<file path="src/rtl/irq_ack_pkg.sv">
package irq_ack_pkg;

    typedef enum logic [1:0] {
        ST_IDLE = 2'd0,
        ST_PEND = 2'd1,
        ST_ACK  = 2'd2,
        ST_HOLD = 2'd3
    } ctl_state_t;

    typedef enum logic [2:0] {
        RK_NONE    = 3'd0,
        RK_VECTOR  = 3'd1,
        RK_AUTO    = 3'd2,
        RK_SPUR    = 3'd3,
        RK_RETRY   = 3'd4,
        RK_ILLEGAL = 3'd5
    } res_kind_t;

endpackage

</file>
<file path="src/rtl/irq_level_sync.sv">
module irq_level_sync #(
    parameter int unsigned LVL_W      = 3,
    parameter int unsigned SYNC_DEPTH = 2
) (
    input  logic             clk,
    input  logic             rst_n,
    input  logic [LVL_W-1:0] ipl_n,
    output logic [LVL_W-1:0] rec_level,
    output logic             top_edge
);
    localparam logic [LVL_W-1:0] LVL_TOP = {LVL_W{1'b1}};

    // stage 0 is the synchronizer; the last stage is the recognition register
    logic [SYNC_DEPTH-1:0][LVL_W-1:0] stg;
    logic [LVL_W-1:0]                 prev_q;

    always_ff @(posedge clk or negedge rst_n) begin
        if (!rst_n) begin
            stg    <= '0;
            prev_q <= '0;
        end else begin
            stg    <= {stg[SYNC_DEPTH-2:0], ~ipl_n};
            prev_q <= stg[SYNC_DEPTH-1];
        end
    end

    assign rec_level = stg[SYNC_DEPTH-1];
    assign top_edge  = (rec_level == LVL_TOP) && (prev_q != LVL_TOP);

endmodule

</file>
<file path="src/rtl/irq_term_decode.sv">
module irq_term_decode
    import irq_ack_pkg::*;
(
    input  logic      compat_mode,
    input  logic      bus_ok,
    input  logic      bus_err,
    input  logic      bus_retry,
    input  logic      bus_auto,
    output res_kind_t kind,
    output logic      final_o
);
    always_comb begin
        if (compat_mode && bus_retry) begin
            kind = RK_ILLEGAL;
        end else if (bus_err && bus_retry) begin
            kind = RK_RETRY;
        end else if (bus_err) begin
            kind = RK_SPUR;
        end else if (bus_ok) begin
            kind = bus_auto ? RK_AUTO : RK_VECTOR;
        end else begin
            kind = RK_NONE;
        end
    end

    assign final_o = (kind == RK_VECTOR) || (kind == RK_AUTO) || (kind == RK_SPUR);

endmodule

</file>
<file path="src/rtl/irq_ack_ctrl.sv">
module irq_ack_ctrl
    import irq_ack_pkg::*;
#(
    parameter int unsigned LVL_W      = 3,
    parameter int unsigned VEC_W      = 8,
    parameter int unsigned SYNC_DEPTH = 2,
    parameter int unsigned AUTO_BASE  = 24
) (
    input  logic             clk,
    input  logic             rst_n,
    input  logic [LVL_W-1:0] ipl_n,
    input  logic [LVL_W-1:0] mask_level,
    input  logic             insn_boundary,
    input  logic             hi_pri_exc,
    input  logic             compat_mode,
    input  logic             bus_ok,
    input  logic             bus_err,
    input  logic             bus_retry,
    input  logic             bus_auto,
    input  logic [VEC_W-1:0] bus_data,
    output logic             irq_pending,
    output logic             ack_active,
    output logic [LVL_W-1:0] ack_level,
    output logic             res_valid,
    output logic [2:0]       res_kind,
    output logic [VEC_W-1:0] res_vector
);
    localparam logic [LVL_W-1:0] LVL_TOP  = {LVL_W{1'b1}};
    localparam logic [VEC_W-1:0] VEC_BASE = VEC_W'(AUTO_BASE);

    logic [LVL_W-1:0] rec_level;
    logic             top_edge;
    res_kind_t        term_kind;
    logic             term_final;

    ctl_state_t       state_q, state_d;
    logic [LVL_W-1:0] lvl_q;
    logic             nmi_armed;
    logic             nmi_req, std_req;

    irq_level_sync #(
        .LVL_W      (LVL_W),
        .SYNC_DEPTH (SYNC_DEPTH)
    ) u_sync (
        .clk       (clk),
        .rst_n     (rst_n),
        .ipl_n     (ipl_n),
        .rec_level (rec_level),
        .top_edge  (top_edge)
    );

    irq_term_decode u_dec (
        .compat_mode (compat_mode),
        .bus_ok      (bus_ok),
        .bus_err     (bus_err),
        .bus_retry   (bus_retry),
        .bus_auto    (bus_auto),
        .kind        (term_kind),
        .final_o     (term_final)
    );

    // top level is edge-armed; lower levels compare strictly against the mask
    assign nmi_req = top_edge || nmi_armed;
    assign std_req = (rec_level != LVL_TOP) && (rec_level > mask_level);

    always_comb begin
        state_d = state_q;
        unique case (state_q)
            ST_IDLE: if (nmi_req || std_req)             state_d = ST_PEND;
            ST_PEND: if (insn_boundary && !hi_pri_exc)   state_d = ST_ACK;
            ST_ACK:  if (term_final)                     state_d = ST_HOLD;
            ST_HOLD: if (insn_boundary)                  state_d = ST_IDLE;
        endcase
    end

    always_ff @(posedge clk or negedge rst_n) begin
        if (!rst_n) begin
            state_q   <= ST_IDLE;
            lvl_q     <= '0;
            nmi_armed <= 1'b0;
        end else begin
            state_q   <= state_d;
            nmi_armed <= (nmi_armed || top_edge) && (state_q != ST_IDLE);
            if (state_q == ST_IDLE && state_d == ST_PEND) begin
                lvl_q <= nmi_req ? LVL_TOP : rec_level;
            end
        end
    end

    always_ff @(posedge clk or negedge rst_n) begin
        if (!rst_n) begin
            irq_pending <= 1'b0;
            res_valid   <= 1'b0;
            res_kind    <= RK_NONE;
            res_vector  <= '0;
        end else begin
            irq_pending <= (state_d == ST_PEND) || (state_d == ST_ACK);
            res_valid   <= (state_q == ST_ACK) && (term_kind != RK_NONE);
            res_kind    <= (state_q == ST_ACK) ? term_kind : RK_NONE;
            res_vector  <= '0;
            if (state_q == ST_ACK) begin
                unique case (term_kind)
                    RK_VECTOR: res_vector <= bus_data;
                    RK_AUTO:   res_vector <= VEC_BASE + VEC_W'(lvl_q);
                    RK_SPUR:   res_vector <= VEC_BASE;
                    default:   res_vector <= '0;
                endcase
            end
        end
    end

    assign ack_active = (state_q == ST_ACK);
    assign ack_level  = ack_active ? lvl_q : '0;

    AST_ACK_AT_BOUNDARY: assert property (@(posedge clk) disable iff (!rst_n)
        $rose(ack_active) |-> $past(insn_boundary && !hi_pri_exc));
    AST_ACK_HOLDS_PEND: assert property (@(posedge clk) disable iff (!rst_n)
        ack_active |-> irq_pending);
    AST_PEND_FALLS_AFTER_ACK: assert property (@(posedge clk) disable iff (!rst_n)
        $fell(irq_pending) |-> $past(ack_active));
    AST_HOLD_BLOCKS_RECOG: assert property (@(posedge clk) disable iff (!rst_n)
        (state_q == ST_HOLD && !insn_boundary) |=> !irq_pending);
    AST_RESULT_IN_ACK: assert property (@(posedge clk) disable iff (!rst_n)
        res_valid |-> $past(ack_active));
    AST_RETRY_KEEPS_OPEN: assert property (@(posedge clk) disable iff (!rst_n)
        (res_valid && res_kind == RK_RETRY) |-> (ack_active && irq_pending));
    AST_ILLEGAL_ONLY_COMPAT: assert property (@(posedge clk) disable iff (!rst_n)
        (res_valid && res_kind == RK_ILLEGAL) |-> $past(compat_mode));
    AST_LEVEL_STABLE: assert property (@(posedge clk) disable iff (!rst_n)
        (ack_active && $past(ack_active)) |-> $stable(ack_level));

endmodule

</file>
<file path="config.mk">
export PLATFORM = sky130hd
export DESIGN_NAME = irq_ack_ctrl
export DESIGN_NICKNAME = d
export VERILOG_FILES = /design/src/rtl/irq_ack_pkg.sv /design/src/rtl/irq_level_sync.sv /design/src/rtl/irq_term_decode.sv /design/src/rtl/irq_ack_ctrl.sv
export SDC_FILE = /design/constraint.sdc
export NUM_CORES = 1
export LEC_CHECK = 0
export ABC_AREA = 1
export BUFFER_PORTS_ARGS = -buffer_cell sky130_fd_sc_hd__buf_2
export CAP_MARGIN = 20
export CELL_PAD_IN_SITES_DETAIL_PLACEMENT = 0
export CELL_PAD_IN_SITES_GLOBAL_PLACEMENT = 1
export CORE_ASPECT_RATIO = 0.75
export CORE_MARGIN = 8
export CORE_UTILIZATION = 36
export DETAILED_ROUTE_END_ITERATION = 7
export GPL_TIMING_DRIVEN = 0
export PLACE_DENSITY_LB_ADDON = 0.1
export SLEW_MARGIN = 20
export SYNTH_ARGS = -nofsm -noshare
export SYNTH_HDL_FRONTEND = slang
export SYNTH_SLANG_ARGS = --single-unit
export TNS_END_PERCENT = 100
</file>
<file path="constraint.sdc">
create_clock -name clk -period 2.1 [get_ports clk]
set_input_delay 0.21 -clock clk [delete_from_list [all_inputs] [get_ports clk]]
set_output_delay 0.21 -clock clk [all_outputs]
set_load 0.01 [all_outputs]
</file>
==> flow_metrics.env <==
export IMPL_ioPinCount=40
export IMPL_finClkSkew_ns=0.00238
export IMPL_cts_sinks=28
export IMPL_synth_commonest_cells="dfrtp_1 (28), inv_1 (26), nand2_1 (14)"
export IMPL_synth_seq_area_share_pct=59.8
export IMPL_antenna_found_initial=0
export IMPL_netlist_area_sq_um=1170
export IMPL_num_rows=18
export IMPL_post_cts_buffers=0
export IMPL_p_int_w=0.00108
export IMPL_ant_nets=0
export IMPL_ir_drop_mv=0.571
export IMPL_p_clk_share_pct=25.8
export IMPL_max_freq_ghz=0.565
export IMPL_crit_path_start_kind="register"
export IMPL_ys_ff_latch=28
export IMPL_use_met2_pct=13.6
export IMPL_vias_per_cell=4.27
export IMPL_core_area_sq_um=3200
export IMPL_grt_pass1_wl_um=3990
export IMPL_place_area_sq_um=1420
export IMPL_cts_buffer_depth=2
export IMPL_grt_use_met1_pct=13.0
export IMPL_drt_initial_drc_count=20
export IMPL_synth_most_common_cell="dfrtp_1"
export IMPL_syn_inst=124
export IMPL_clockRootBuffer="clkbuf_8"
export IMPL_synthArstFlopShare_pct=100
export IMPL_start_util_pct=36.6
export IMPL_htreeDepth=1
export IMPL_final_layout_size_suffix_gt1_share_pct=32.1
export IMPL_p_sw_w=0.000515
export IMPL_hp_class="input port to register"
export IMPL_wl_per_cell_um=11.4
export IMPL_synth_top_area_cell="dfrtp_1"
export IMPL_cp_max_fo=6
export IMPL_clk_pin_slew_worst_paths_ns=0.09
export IMPL_grt_use_met3_pct=3.81
export IMPL_rsz0062_at_grt="no"
export IMPL_min_period_ns=1.77
export IMPL_num_vias=888
export IMPL_clk_latency_ns=0.27
export IMPL_hold_violations=0
export IMPL_drv_cap=0
export IMPL_setup_viol=0
export IMPL_n_antenna_cell=0
export IMPL_powerDensity_nw_per_um2=1070
export IMPL_switching_share_pct=32.2
export IMPL_power_frac_seq_pct=45.1
export IMPL_numPortBuffers=39
export IMPL_status="completed"
export IMPL_nFillCells=351
export IMPL_grt_overflow=0
export IMPL_area_growth_syn_to_layout_pct=27.9
export IMPL_die_area_sq_um=5350
export IMPL_cts_tree="yes"
export IMPL_setup_tns_ns=0
export IMPL_syn_area_per_cell_sq_um=9.44
export IMPL_multi_input_area_sq_um=354
export IMPL_dp_hpwl_um=1880
export IMPL_synth_edff_count=0
export IMPL_synthTopCellsByArea="dfrtp_1 (60%), inv_1 (8.3%), nand3_1 (5.1%), nand2_1 (4.5%), ha_1 (4.3%)"
export IMPL_cp_end_kind="register"
export IMPL_grt_max_degree=29
export IMPL_tightest_slew_ns=0.604
export IMPL_p_leak_nw=0.868
export IMPL_worst_setup_path_type="register to register"
export IMPL_seqCellArea_sq_um=701
export IMPL_fp_dieW_um=81.9
export IMPL_numCtsBuffers=3
export IMPL_drc=0
export IMPL_grt_use_total_pct=9.52
export IMPL_syn_nets=151
export IMPL_p_comb_share_pct=29.0
export IMPL_place_congestion=0.697
export IMPL_critPathArrivalTime_ns=1.97
export IMPL_period_share_pct=84.3
export IMPL_fin_hold_ws_ns=0.0658
export IMPL_totalWireLength_um=2380
export IMPL_top_usage_layer="met2"
export IMPL_die_y_um=65.4
export IMPL_slew_violations=0
export IMPL_grt_pass1_vias=879
export IMPL_design_area_sq_um=1500
export IMPL_first_pass_iters=3
export IMPL_ys_types=15
export IMPL_ys_flop_type="dfrtp_1"
export IMPL_yosysTopAreaCellShare_pct=59.8
export IMPL_ys_warn_count=0
export IMPL_num_nets_final=196
export IMPL_worstPathRequired_ns=2.30
export IMPL_max_slew_margin_pct=59.8
## power groups by stage
stage | Clock (W) | Combinational, W | Sequential (W)
floorplan | 0 | 0.000287 | 0.000743
global placement | 0 | 0.000468 | 0.000730
detailed placement | 0 | 0.000465 | 0.000733
CTS | 0.000425 | 0.000474 | 0.000723
global route | 0.000447 | 0.000534 | 0.000738
finish | 0.000413 | 0.000464 | 0.000721
## flip-flops by register name (all words and copies together) (netlist names)
name,flops
res_vector,8
u_sync.rec_level,3
lvl_q,3
u_sync.stg,3
u_sync.prev_q,3
nmi_armed,1
irq_pending,1
state_q,2
res_valid,1
res_kind,3
## layout make-up
type	instances	area share, %
timing repair buffer	40	13.7
clock buffer	3	2.76
sequential	28	46.8
multi-input combinational	65	23.6
clock inverter	1	2.01
tap	40	3.34
inverter	31	7.77
## repair_timing
action	4_1_cts	5_1_grt
resized for setup	0	1
hold buffers	1	0
endpoints found under the setup margin	0	1
hold endpoints to repair	28	0
## through the flow
stage          setup slack, ns  utilization [%]  total power, W  std cells
3_5_place_dp             0.300             44.3         0.00120        203
6_report                 0.330             46.8         0.00160        208
4_1_cts                  0.262             46.8         0.00162        208
2_1_floorplan            0.499                -         0.00103        124
3_3_place_gp             0.287             44.3         0.00120        203
5_1_grt                 0.0476             46.8         0.00172        208
## cells by family after synthesis
logic type / Yosys count / synth area share [%]
DFF: 28 / 59.8
buffers and inverters: 31 / 9.94
AOI/OAI and AO/OA: 19 / 8.33
adders and majority gates: 4 / 4.27
and+or+nand+nor: 42 / 17.6
## final timing paths
path / from / end / slack, ns / cells after the start
worst max-delay path: u_sync.rec_level[2] / lvl_q[2] / 0.33 / 12
min in group asynchronous: rst_n / res_vector[6] / 0.48 / 2
worst max register to register: u_sync.rec_level[2] / lvl_q[2] / 0.33 / 12
max in group asynchronous: rst_n / nmi_armed / 1.23 / 2
worst min register to register: u_sync.stg[1] / u_sync.rec_level[1] / 0.36 / 0
worst min-delay path: ipl_n[0] / u_sync.stg[0] / 0.07 / 2
## cells in the final DEF (no fill, tap or decap)
cell and instances:
nor2_2 1, nor2_1 10, a31oi_1 2, nand3_2 1, inv_2 5, nand3_1 12, buf_2 39, nand2_2 1
bufinv_16 1, nor2_4 3, o21ai_1 11, dfrtp_1 28, dlygate4sd3_1 1, ha_1 4, a21oi_1 6, clkbuf_8 3
inv_1 26, nand2_1 14
## per-layer routing
| metal | routed length, um | up-vias | part of all wire (%) |
|---|---|---|---|
| li1 | - | 474 | - |
| met2 | 1040 | 21 | 44 |
| met3 | 155 | 2 | 6.5 |
| met4 | 15 | 0 | 0.63 |
| met1 | 1160 | 391 | 49 |
| met5 | 0 | - | 0 |
## critical path, cell delays in order, from the launching register on
cell and delay, ns:
dfrtp_1 0.43, ha_1 0.33, nand2_1 0.05, o21ai_1 0.11, nand3_1 0.08, nand2_1 0.07
nand2_1 0.04, inv_1 0.06, ha_1 0.14, inv_1 0.06, nor2_4 0.16, o21ai_1 0.10
o21ai_1 0.09
(Power assumes the default switching activity.)
